===== config.mk =====
export PLATFORM = sky130hd
export DESIGN_NAME = ptr_file
export DESIGN_NICKNAME = d
export VERILOG_FILES = /design/src/rtl/ptr_file_pkg.sv /design/src/rtl/ptr_vop_decode.sv /design/src/rtl/ptr_addr_calc.sv /design/src/rtl/ptr_bank.sv /design/src/rtl/ptr_file.sv
export SDC_FILE = /design/constraint.sdc
export NUM_CORES = 1
export LEC_CHECK = 0
export BUFFER_PORTS_ARGS = -buffer_cell sky130_fd_sc_hd__buf_2
export CORE_ASPECT_RATIO = 0.75
export CORE_UTILIZATION = 59
export DETAILED_ROUTE_END_ITERATION = 10
export GPL_TIMING_DRIVEN = 0
export MAX_ROUTING_LAYER = met4
export PLACE_DENSITY = 0.85
export SLEW_MARGIN = 20
export SYNTH_ARGS = -nofsm -noshare
export SYNTH_HDL_FRONTEND = slang
export SYNTH_SLANG_ARGS = --single-unit

===== constraint.sdc =====
create_clock -name clk -period 7.2 [get_ports clk]
set_input_delay 1.08 -clock clk [delete_from_list [all_inputs] [get_ports clk]]
set_output_delay 1.08 -clock clk [all_outputs]
set_load 0.01 [all_outputs]

===== src/rtl/ptr_file_pkg.sv =====
package ptr_file_pkg;

    localparam int AW      = 12;   // linear data address width
    localparam int DW      = 8;    // register byte width
    localparam int NPTR    = 3;    // number of pointers
    localparam int NMODE   = 5;    // access modes per pointer
    localparam int PIW     = 2;    // pointer index width
    localparam int VSTRIDE = 8;    // spacing of virtual code groups
    localparam int HIW     = AW - DW; // stored bits of the high byte

    typedef enum logic [2:0] {
        MD_PLAIN   = 3'd0,
        MD_POSTDEC = 3'd1,
        MD_POSTINC = 3'd2,
        MD_PREINC  = 3'd3,
        MD_OFFSET  = 3'd4
    } mode_e;

    typedef struct packed {
        logic            hit;
        logic [PIW-1:0]  idx;
        mode_e           mode;
    } vop_t;

    typedef struct packed {
        logic            hit;
        logic [PIW-1:0]  idx;
        logic            hi;
    } half_t;

    typedef struct packed {
        logic [AW-1:0]   addr;
        logic [AW-1:0]   next;
        logic            upd;
    } calc_t;

    function automatic logic [AW-1:0] add_signed(input logic [AW-1:0] p,
                                                 input logic [DW-1:0] w);
        return p + {{(AW-DW){w[DW-1]}}, w};
    endfunction

    function automatic half_t decode_half(input logic [AW-1:0] a,
                                          input logic [AW-1:0] base);
        half_t r;
        r = '0;
        for (int n = 0; n < NPTR; n++) begin
            for (int h = 0; h < 2; h++) begin
                if (a == base + AW'(2*n + h)) begin
                    r.hit = 1'b1;
                    r.idx = PIW'(n);
                    r.hi  = (h == 1);
                end
            end
        end
        return r;
    endfunction

endpackage


===== src/rtl/ptr_vop_decode.sv =====
module ptr_vop_decode
    import ptr_file_pkg::*;
#(
    parameter logic [AW-1:0] VIRT_BASE = 12'hFE0
)(
    input  logic [AW-1:0] addr,
    output vop_t          vop
);
    logic [NPTR*NMODE-1:0] match;

    for (genvar n = 0; n < NPTR; n++) begin : g_ptr
        for (genvar m = 0; m < NMODE; m++) begin : g_mode
            localparam logic [AW-1:0] CODE = VIRT_BASE + AW'(VSTRIDE*n + m);
            assign match[n*NMODE + m] = (addr == CODE);
        end
    end

    always_comb begin
        vop = '0;
        for (int n = 0; n < NPTR; n++) begin
            for (int m = 0; m < NMODE; m++) begin
                if (match[n*NMODE + m]) begin
                    vop.hit  = 1'b1;
                    vop.idx  = PIW'(n);
                    vop.mode = mode_e'(m);
                end
            end
        end
    end
endmodule


===== src/rtl/ptr_addr_calc.sv =====
module ptr_addr_calc
    import ptr_file_pkg::*;
(
    input  logic [AW-1:0] ptr,
    input  mode_e         mode,
    input  logic [DW-1:0] wreg,
    output calc_t         res
);
    logic [AW-1:0] inc, dec;

    assign inc = ptr + AW'(1);
    assign dec = ptr - AW'(1);

    always_comb begin
        res.addr = ptr;
        res.next = ptr;
        res.upd  = 1'b0;
        unique case (mode)
            MD_PLAIN:   ;
            MD_POSTDEC: begin res.next = dec; res.upd = 1'b1; end
            MD_POSTINC: begin res.next = inc; res.upd = 1'b1; end
            MD_PREINC:  begin res.addr = inc; res.next = inc; res.upd = 1'b1; end
            MD_OFFSET:  res.addr = add_signed(ptr, wreg);
            default:    ;
        endcase
    end
endmodule


===== src/rtl/ptr_bank.sv =====
module ptr_bank
    import ptr_file_pkg::*;
(
    input  logic                     clk,
    input  logic                     rst,
    input  logic                     dir_we,
    input  half_t                    dir_sel,
    input  logic [DW-1:0]            dir_wdata,
    input  logic                     iw_we,
    input  half_t                    iw_sel,
    input  logic [DW-1:0]            iw_wdata,
    input  logic                     up_en,
    input  logic [PIW-1:0]           up_idx,
    input  logic [AW-1:0]            up_val,
    output logic [NPTR-1:0][AW-1:0]  ptrs
);
    for (genvar n = 0; n < NPTR; n++) begin : g_reg
        logic [AW-1:0] q;
        logic          dir_here, iw_here, up_here;

        assign dir_here = dir_we && dir_sel.hit && (dir_sel.idx == PIW'(n));
        assign iw_here  = iw_we  && iw_sel.hit  && (iw_sel.idx  == PIW'(n));
        assign up_here  = up_en  && (up_idx == PIW'(n));

        always_ff @(posedge clk) begin
            if (rst) begin
                q <= '0;
            end else if (dir_here) begin
                if (dir_sel.hi) q[AW-1:DW] <= dir_wdata[HIW-1:0];
                else            q[DW-1:0]  <= dir_wdata;
            end else if (iw_here) begin
                if (iw_sel.hi)  q[AW-1:DW] <= iw_wdata[HIW-1:0];
                else            q[DW-1:0]  <= iw_wdata;
            end else if (up_here) begin
                q <= up_val;
            end
        end

        assign ptrs[n] = q;
    end
endmodule


===== src/rtl/ptr_file.sv =====
module ptr_file
    import ptr_file_pkg::*;
#(
    parameter logic [11:0] VIRT_BASE = 12'hFE0,
    parameter logic [11:0] PTR_BASE  = 12'hFD8
)(
    input  logic        clk,
    input  logic        rst,
    input  logic        dir_we,
    input  logic [11:0] dir_addr,
    input  logic [7:0]  dir_wdata,
    output logic [7:0]  dir_rdata,
    input  logic        ind_req,
    input  logic        ind_wr,
    input  logic [11:0] ind_op,
    input  logic [7:0]  ind_wdata,
    input  logic [7:0]  wreg,
    output logic [11:0] eff_addr,
    output logic        suppress,
    output logic        rd_zero
);
    localparam int VIRT_END = int'(VIRT_BASE) + VSTRIDE*NPTR;

    vop_t                     src_vop, tgt_vop;
    half_t                    dir_sel, tgt_half;
    calc_t                    calc;
    logic [NPTR-1:0][AW-1:0]  ptrs;
    logic [AW-1:0]            sel_ptr;
    logic                     active, iw_we, up_en, dir_to_sel;

    ptr_vop_decode #(.VIRT_BASE(VIRT_BASE)) u_src_dec (
        .addr (ind_op),
        .vop  (src_vop)
    );

    assign sel_ptr = ptrs[src_vop.idx];

    ptr_addr_calc u_calc (
        .ptr  (sel_ptr),
        .mode (src_vop.mode),
        .wreg (wreg),
        .res  (calc)
    );

    assign active   = ind_req && src_vop.hit;
    assign eff_addr = active ? calc.addr : ind_op;

    ptr_vop_decode #(.VIRT_BASE(VIRT_BASE)) u_tgt_dec (
        .addr (calc.addr),
        .vop  (tgt_vop)
    );

    assign tgt_half = decode_half(calc.addr, PTR_BASE);
    assign dir_sel  = decode_half(dir_addr, PTR_BASE);

    assign iw_we    = active && ind_wr && tgt_half.hit && !tgt_vop.hit;
    assign up_en    = active && calc.upd && !iw_we;
    assign suppress = active && (tgt_vop.hit || iw_we);
    assign rd_zero  = active && !ind_wr && tgt_vop.hit;

    ptr_bank u_bank (
        .clk       (clk),
        .rst       (rst),
        .dir_we    (dir_we),
        .dir_sel   (dir_sel),
        .dir_wdata (dir_wdata),
        .iw_we     (iw_we),
        .iw_sel    (tgt_half),
        .iw_wdata  (ind_wdata),
        .up_en     (up_en),
        .up_idx    (src_vop.idx),
        .up_val    (calc.next),
        .ptrs      (ptrs)
    );

    always_comb begin
        dir_rdata = '0;
        if (dir_sel.hit) begin
            if (dir_sel.hi) dir_rdata = DW'({{(2*DW-AW){1'b0}}, ptrs[dir_sel.idx][AW-1:DW]});
            else            dir_rdata = ptrs[dir_sel.idx][DW-1:0];
        end
    end

    assign dir_to_sel = dir_we && dir_sel.hit && (dir_sel.idx == src_vop.idx);

    AST_RESET_CLEARS: assert property (@(posedge clk)
        rst |=> (ptrs == '0));

    AST_HI_TOP_ZERO: assert property (@(posedge clk) disable iff (rst)
        (dir_sel.hit && dir_sel.hi) |-> (dir_rdata[DW-1:HIW] == '0));

    AST_FOREIGN_PASS: assert property (@(posedge clk) disable iff (rst)
        (ind_req && !src_vop.hit) |-> (eff_addr == ind_op && !suppress && !rd_zero));

    AST_PLAIN_HOLDS: assert property (@(posedge clk) disable iff (rst)
        (active && src_vop.mode == MD_PLAIN && !dir_to_sel && !iw_we)
        |=> (ptrs[$past(src_vop.idx)] == $past(sel_ptr)));

    AST_POSTINC_STEP: assert property (@(posedge clk) disable iff (rst)
        (active && src_vop.mode == MD_POSTINC && !dir_to_sel && !iw_we)
        |=> (ptrs[$past(src_vop.idx)] == $past(sel_ptr) + AW'(1)));

    AST_ZERO_IN_VIRT: assert property (@(posedge clk) disable iff (rst)
        rd_zero |-> (int'(eff_addr) >= int'(VIRT_BASE) && int'(eff_addr) < VIRT_END
                     && suppress));

    AST_DIR_WINS: assert property (@(posedge clk) disable iff (rst)
        (dir_we && dir_sel.hit && !dir_sel.hi)
        |=> (ptrs[$past(dir_sel.idx)][DW-1:0] == $past(dir_wdata)));
endmodule


==> metrics.md <==
| Metric | Value |
|---|---|
| CTS Hold Bufs | `0` |
| Die Ht | `~79 um` |
| CP Class | `in2out` |
| Reg2Reg Setup Slack | `between 1 and 1.5 ns` |
| FF+latch count, synth | `36` |
| Drt wl/cell | `roughly 22 um` |
| H-tree Lvls | `2` |
| Crit-path max FO | `10` |
| Initial Util | `62.6%` |
| Top flop regs | `u_bank.g.q: 36 flops` |
| Worst path cell trace | `buf_2 -> nand3_1 -> clkbuf_1 -> a2111oi_0 -> or2_2 -> clkbuf_1 -> ha_1 -> o221ai_1 -> nor3_1 -> and4_1 -> mux2i_1 -> a21oi_1 -> nand4bb_1 -> buf_4 -> buf_2 -> nor3_1 -> buf_2` |
| CTS max path bufs | `2` |
| DP HPWL | `roughly 15000 um` |
| Synth area leaders | `dfxtp_1 (15%), nand2_1 (5.8%), nor2_1 (5.5%), o21ai_0 (3.9%), a21oi_1 (3.8%)` |
| Global-route wire length before repair | `between 20000 and 30000 um` |
| Final ANT Viol Nets | `0` |
| Mapped Cells | `between 600 and 700` |
| DRT Pass-1 Iters | `6` |
| Hold path depth | `2` |
| Most used cell, CP | `buf_2` |
| Die Area | `between 8000 and 9000 um2` |
| Min cycle time layout | `between 6 and 7 ns` |
| Sequential share of the synthesized area | `15.3%` |
| Die span in x | `roughly 110 um` |
| FF-to-FF path depth | `17` |
| Status | `completed` |
| Min-delay src | `u_bank.g_reg[0].q[10]` |
| Worst IR Drop VDD | `~0.08 mV` |
| Via Count | `6231` |
| LEAKAGE | `between 0.002 and 0.0025 uW` |
| Port Buffer Count | `71` |
| Post-synthesis average cell area | `between 6 and 7 um2` |
| RR Endpoint | `u_bank.g_reg[1].q[6]` |
| Most flops, register | `u_bank.g.q` |
| Setup tns final | `0 ns` |
| CTS root buffer | `clkbuf_8` |
| GR Overflow Total | `0` |
| RSZ-0062 raised after global routing | `no` |
| Critical Path Max Stage Delay | `approximately 0.63 ns` |
| Final cell count without fillers | `between 800 and 900` |
| RR Startpoint | `u_bank.g_reg[2].q[1]` |
| Count of flip-flops with a built-in enable after synthesis | `0` |
| Routability Congestion | `1.09` |
| Clk_lat worst skew | `0.30 ns` |
| Hold Crit Class | `reg2reg` |
| WL final | `between 15000 and 20000 um` |
| Worst Hold End | `u_bank.g_reg[0].q[10]` |
| Vias per cell | `7.30` |
| CP endpoint kind | `output port` |
| Setup violators final | `0` |
| Startpoint class of the critical path | `input pin` |
| Largest area contributor in the netlist | `dfxtp_1` |
| Clock Sinks | `36` |
| Final worst slack | `roughly 0.24 ns` |
| Synthesized cell area | `about 4700 um2` |
| Clk_skew | `about 0.0095 ns` |
| Final Hold Viols | `0` |
| Largest net degree at the start of global routing | `12` |
| Max reg flops | `36` |
| Final Core Density | `between 70 and 80%` |
| Count leader, synth | `nand2_1` |
| Max cap viols | `0` |
| CTS tree | `yes` |
| Number of global-route vias before repair | `between 5000 and 6000` |
| Antenna cells | `0` |
| Synth Flop Type | `dfxtp_1` |
| Layout area overhead | `13.2%` |
| Yosys cell types | `between 80 and 90` |
| Final-stage net count | `818` |
| Hold_ws | `around 0.5 ns` |
| Max Transition Viols Final | `0` |
| Highest clock rate | `144 MHz` |
| Post-Syn Nets | `approximately 740` |
| Crit share post-route | `~97%` |
| Arrival time at the worst endpoint | `approximately 5.9 ns` |
| Share of synthesized registers carrying an async set or reset | `0%` |
| WP data required | `~6 ns` |
| Synth top cells by count | `nand2_1 (73), nor2_1 (69), o21ai_0 (37)` |
| Top cell type's share of synthesized area | `between 15 and 20%` |
| CP max-delay cell | `a2111oi_0` |
| DR DRC count | `0` |
| Clock transition at the registers of the reported paths | `~0.09 ns` |
| Placed cells | `approximately 850` |
| Synth warn | `0` |
| Io pins | `75` |
| Total track usage | `46.1%` |
| Number of antenna violations at the first check in global routing | `0` |
| Core Rows | `27` |
| Core ar. | `between 7000 and 8000 um2` |
| Pwr Density | `83.4 nW/um2` |
| Rel. slew slack | `~40%` |
| Drt initial violations | `a little over 1000` |
| Place WS | `0.0172 ns` |
| Tightest Pin Transition | `between 0.8 and 0.9 ns` |
| Share of cells above drive strength 1 | `18.6%` |
| Total CTS buffers | `5` |
power breakdown:
part           total (uW)  switching (uW)  leakage (uW)  internal (uW)
registers             199          0.0160      0.000290            199
clock network         163            85.1     0.0000445           78.1
logic                83.3            53.7       0.00178           29.6
total                 445             139       0.00212            306
critical path: cells and delay by family:
kind | cells | cell delay, ns
compound gates | 3 | 1.02
mux | 1 | 0.20
fa+ha+maj | 1 | 0.42
simple gates | 6 | 1.81
buf+inv | 6 | 1.35
what timing repair did:
action | in CTS | in global routing
resized for setup | 0 | 9
buffers inserted | 0 | 0
endpoints found under the setup margin | 0 | 12
logic make-up (layout without fill, tap and decap cells):
group / Yosys count / in the layout / synth area share, %
AO/OA/AOI/OAI: 230 / 230 / 35.0
XOR/XNOR: 22 / 22 / 4.25
adder cells (fa/ha/maj): 14 / 14 / 3.88
buffers and inverters: 63 / 141 / 5.71
flip-flops: 36 / 36 / 15.3
multiplexers: 17 / 17 / 3.77
AND/OR/NAND/NOR: 292 / 292 / 32.1
worst max path at each step:
stage / from / end / slack, ns / depth (start not counted)
4_1_cts: ind_op[0] / rd_zero / 0.05 / 19
3_3_place_gp: ind_op[5] / rd_zero / 0.26 / 20
6_report: ind_op[5] / rd_zero / 0.24 / 17
3_5_place_dp: ind_op[3] / u_bank.g_reg[1].q[6] / 0.02 / 23
2_1_floorplan: ind_op[9] / rd_zero / 1.33 / 18
5_1_grt: ind_op[5] / suppress / 0.09 / 20
routing by layer:
layer | up-vias | GRT usage, % | routed length (um)
met5 | - | - | 0
met4 | 0 | 12.3 | 634
met3 | 85 | 18.8 | 3410
met2 | 574 | 64.1 | 7370
met1 | 2851 | 61.0 | 7750
li1 | 2721 | - | -
stage by stage:
stage | power [uW] | cell area [um2]
after floorplan | 245 | 4710
after global placement | 279 | 5190
after detailed placement | 282 | 5200
after CTS | 437 | 5300
after global routing | 457 | 5340
final | 445 | 5340
layout by cell type (no fill, tap or decap), drive strengths merged, types with 6 or more instances in the layout:
master  netlist  routed
o32ai         6       6
nand3        30      30
xnor2        17      17
o211ai        9       9
nand2        73      73
a21boi        8       8
a21o          9       9
and3          7       7
mux2i        11      11
o221ai       18      18
buf          20      91
a31oi        13      13
a31o         10      10
nor2         70      70
nor3         20      20
nand4         8       8
a211oi       16      16
inv          19      19
or2           9       9
nor3b        12      12
o22ai        12      12
mux2          6       6
nand2b       10      10
nor2b         9       9
o21ai        43      43
clkbuf       22      28
dfxtp        36      36
a21oi        36      36
and2          9       9
nor4         12      12
ha           13      13
cell type report:
type	count	area [um2]
sequential	36	721
fill	655	2200
timing repair buffer	71	355
tap	101	126
multi-input combinational	575	3780
clock inverter	1	7.51
buffer	41	186
inverter	21	78.8
clock buffer	7	86.3
(Power assumes the default switching activity.)
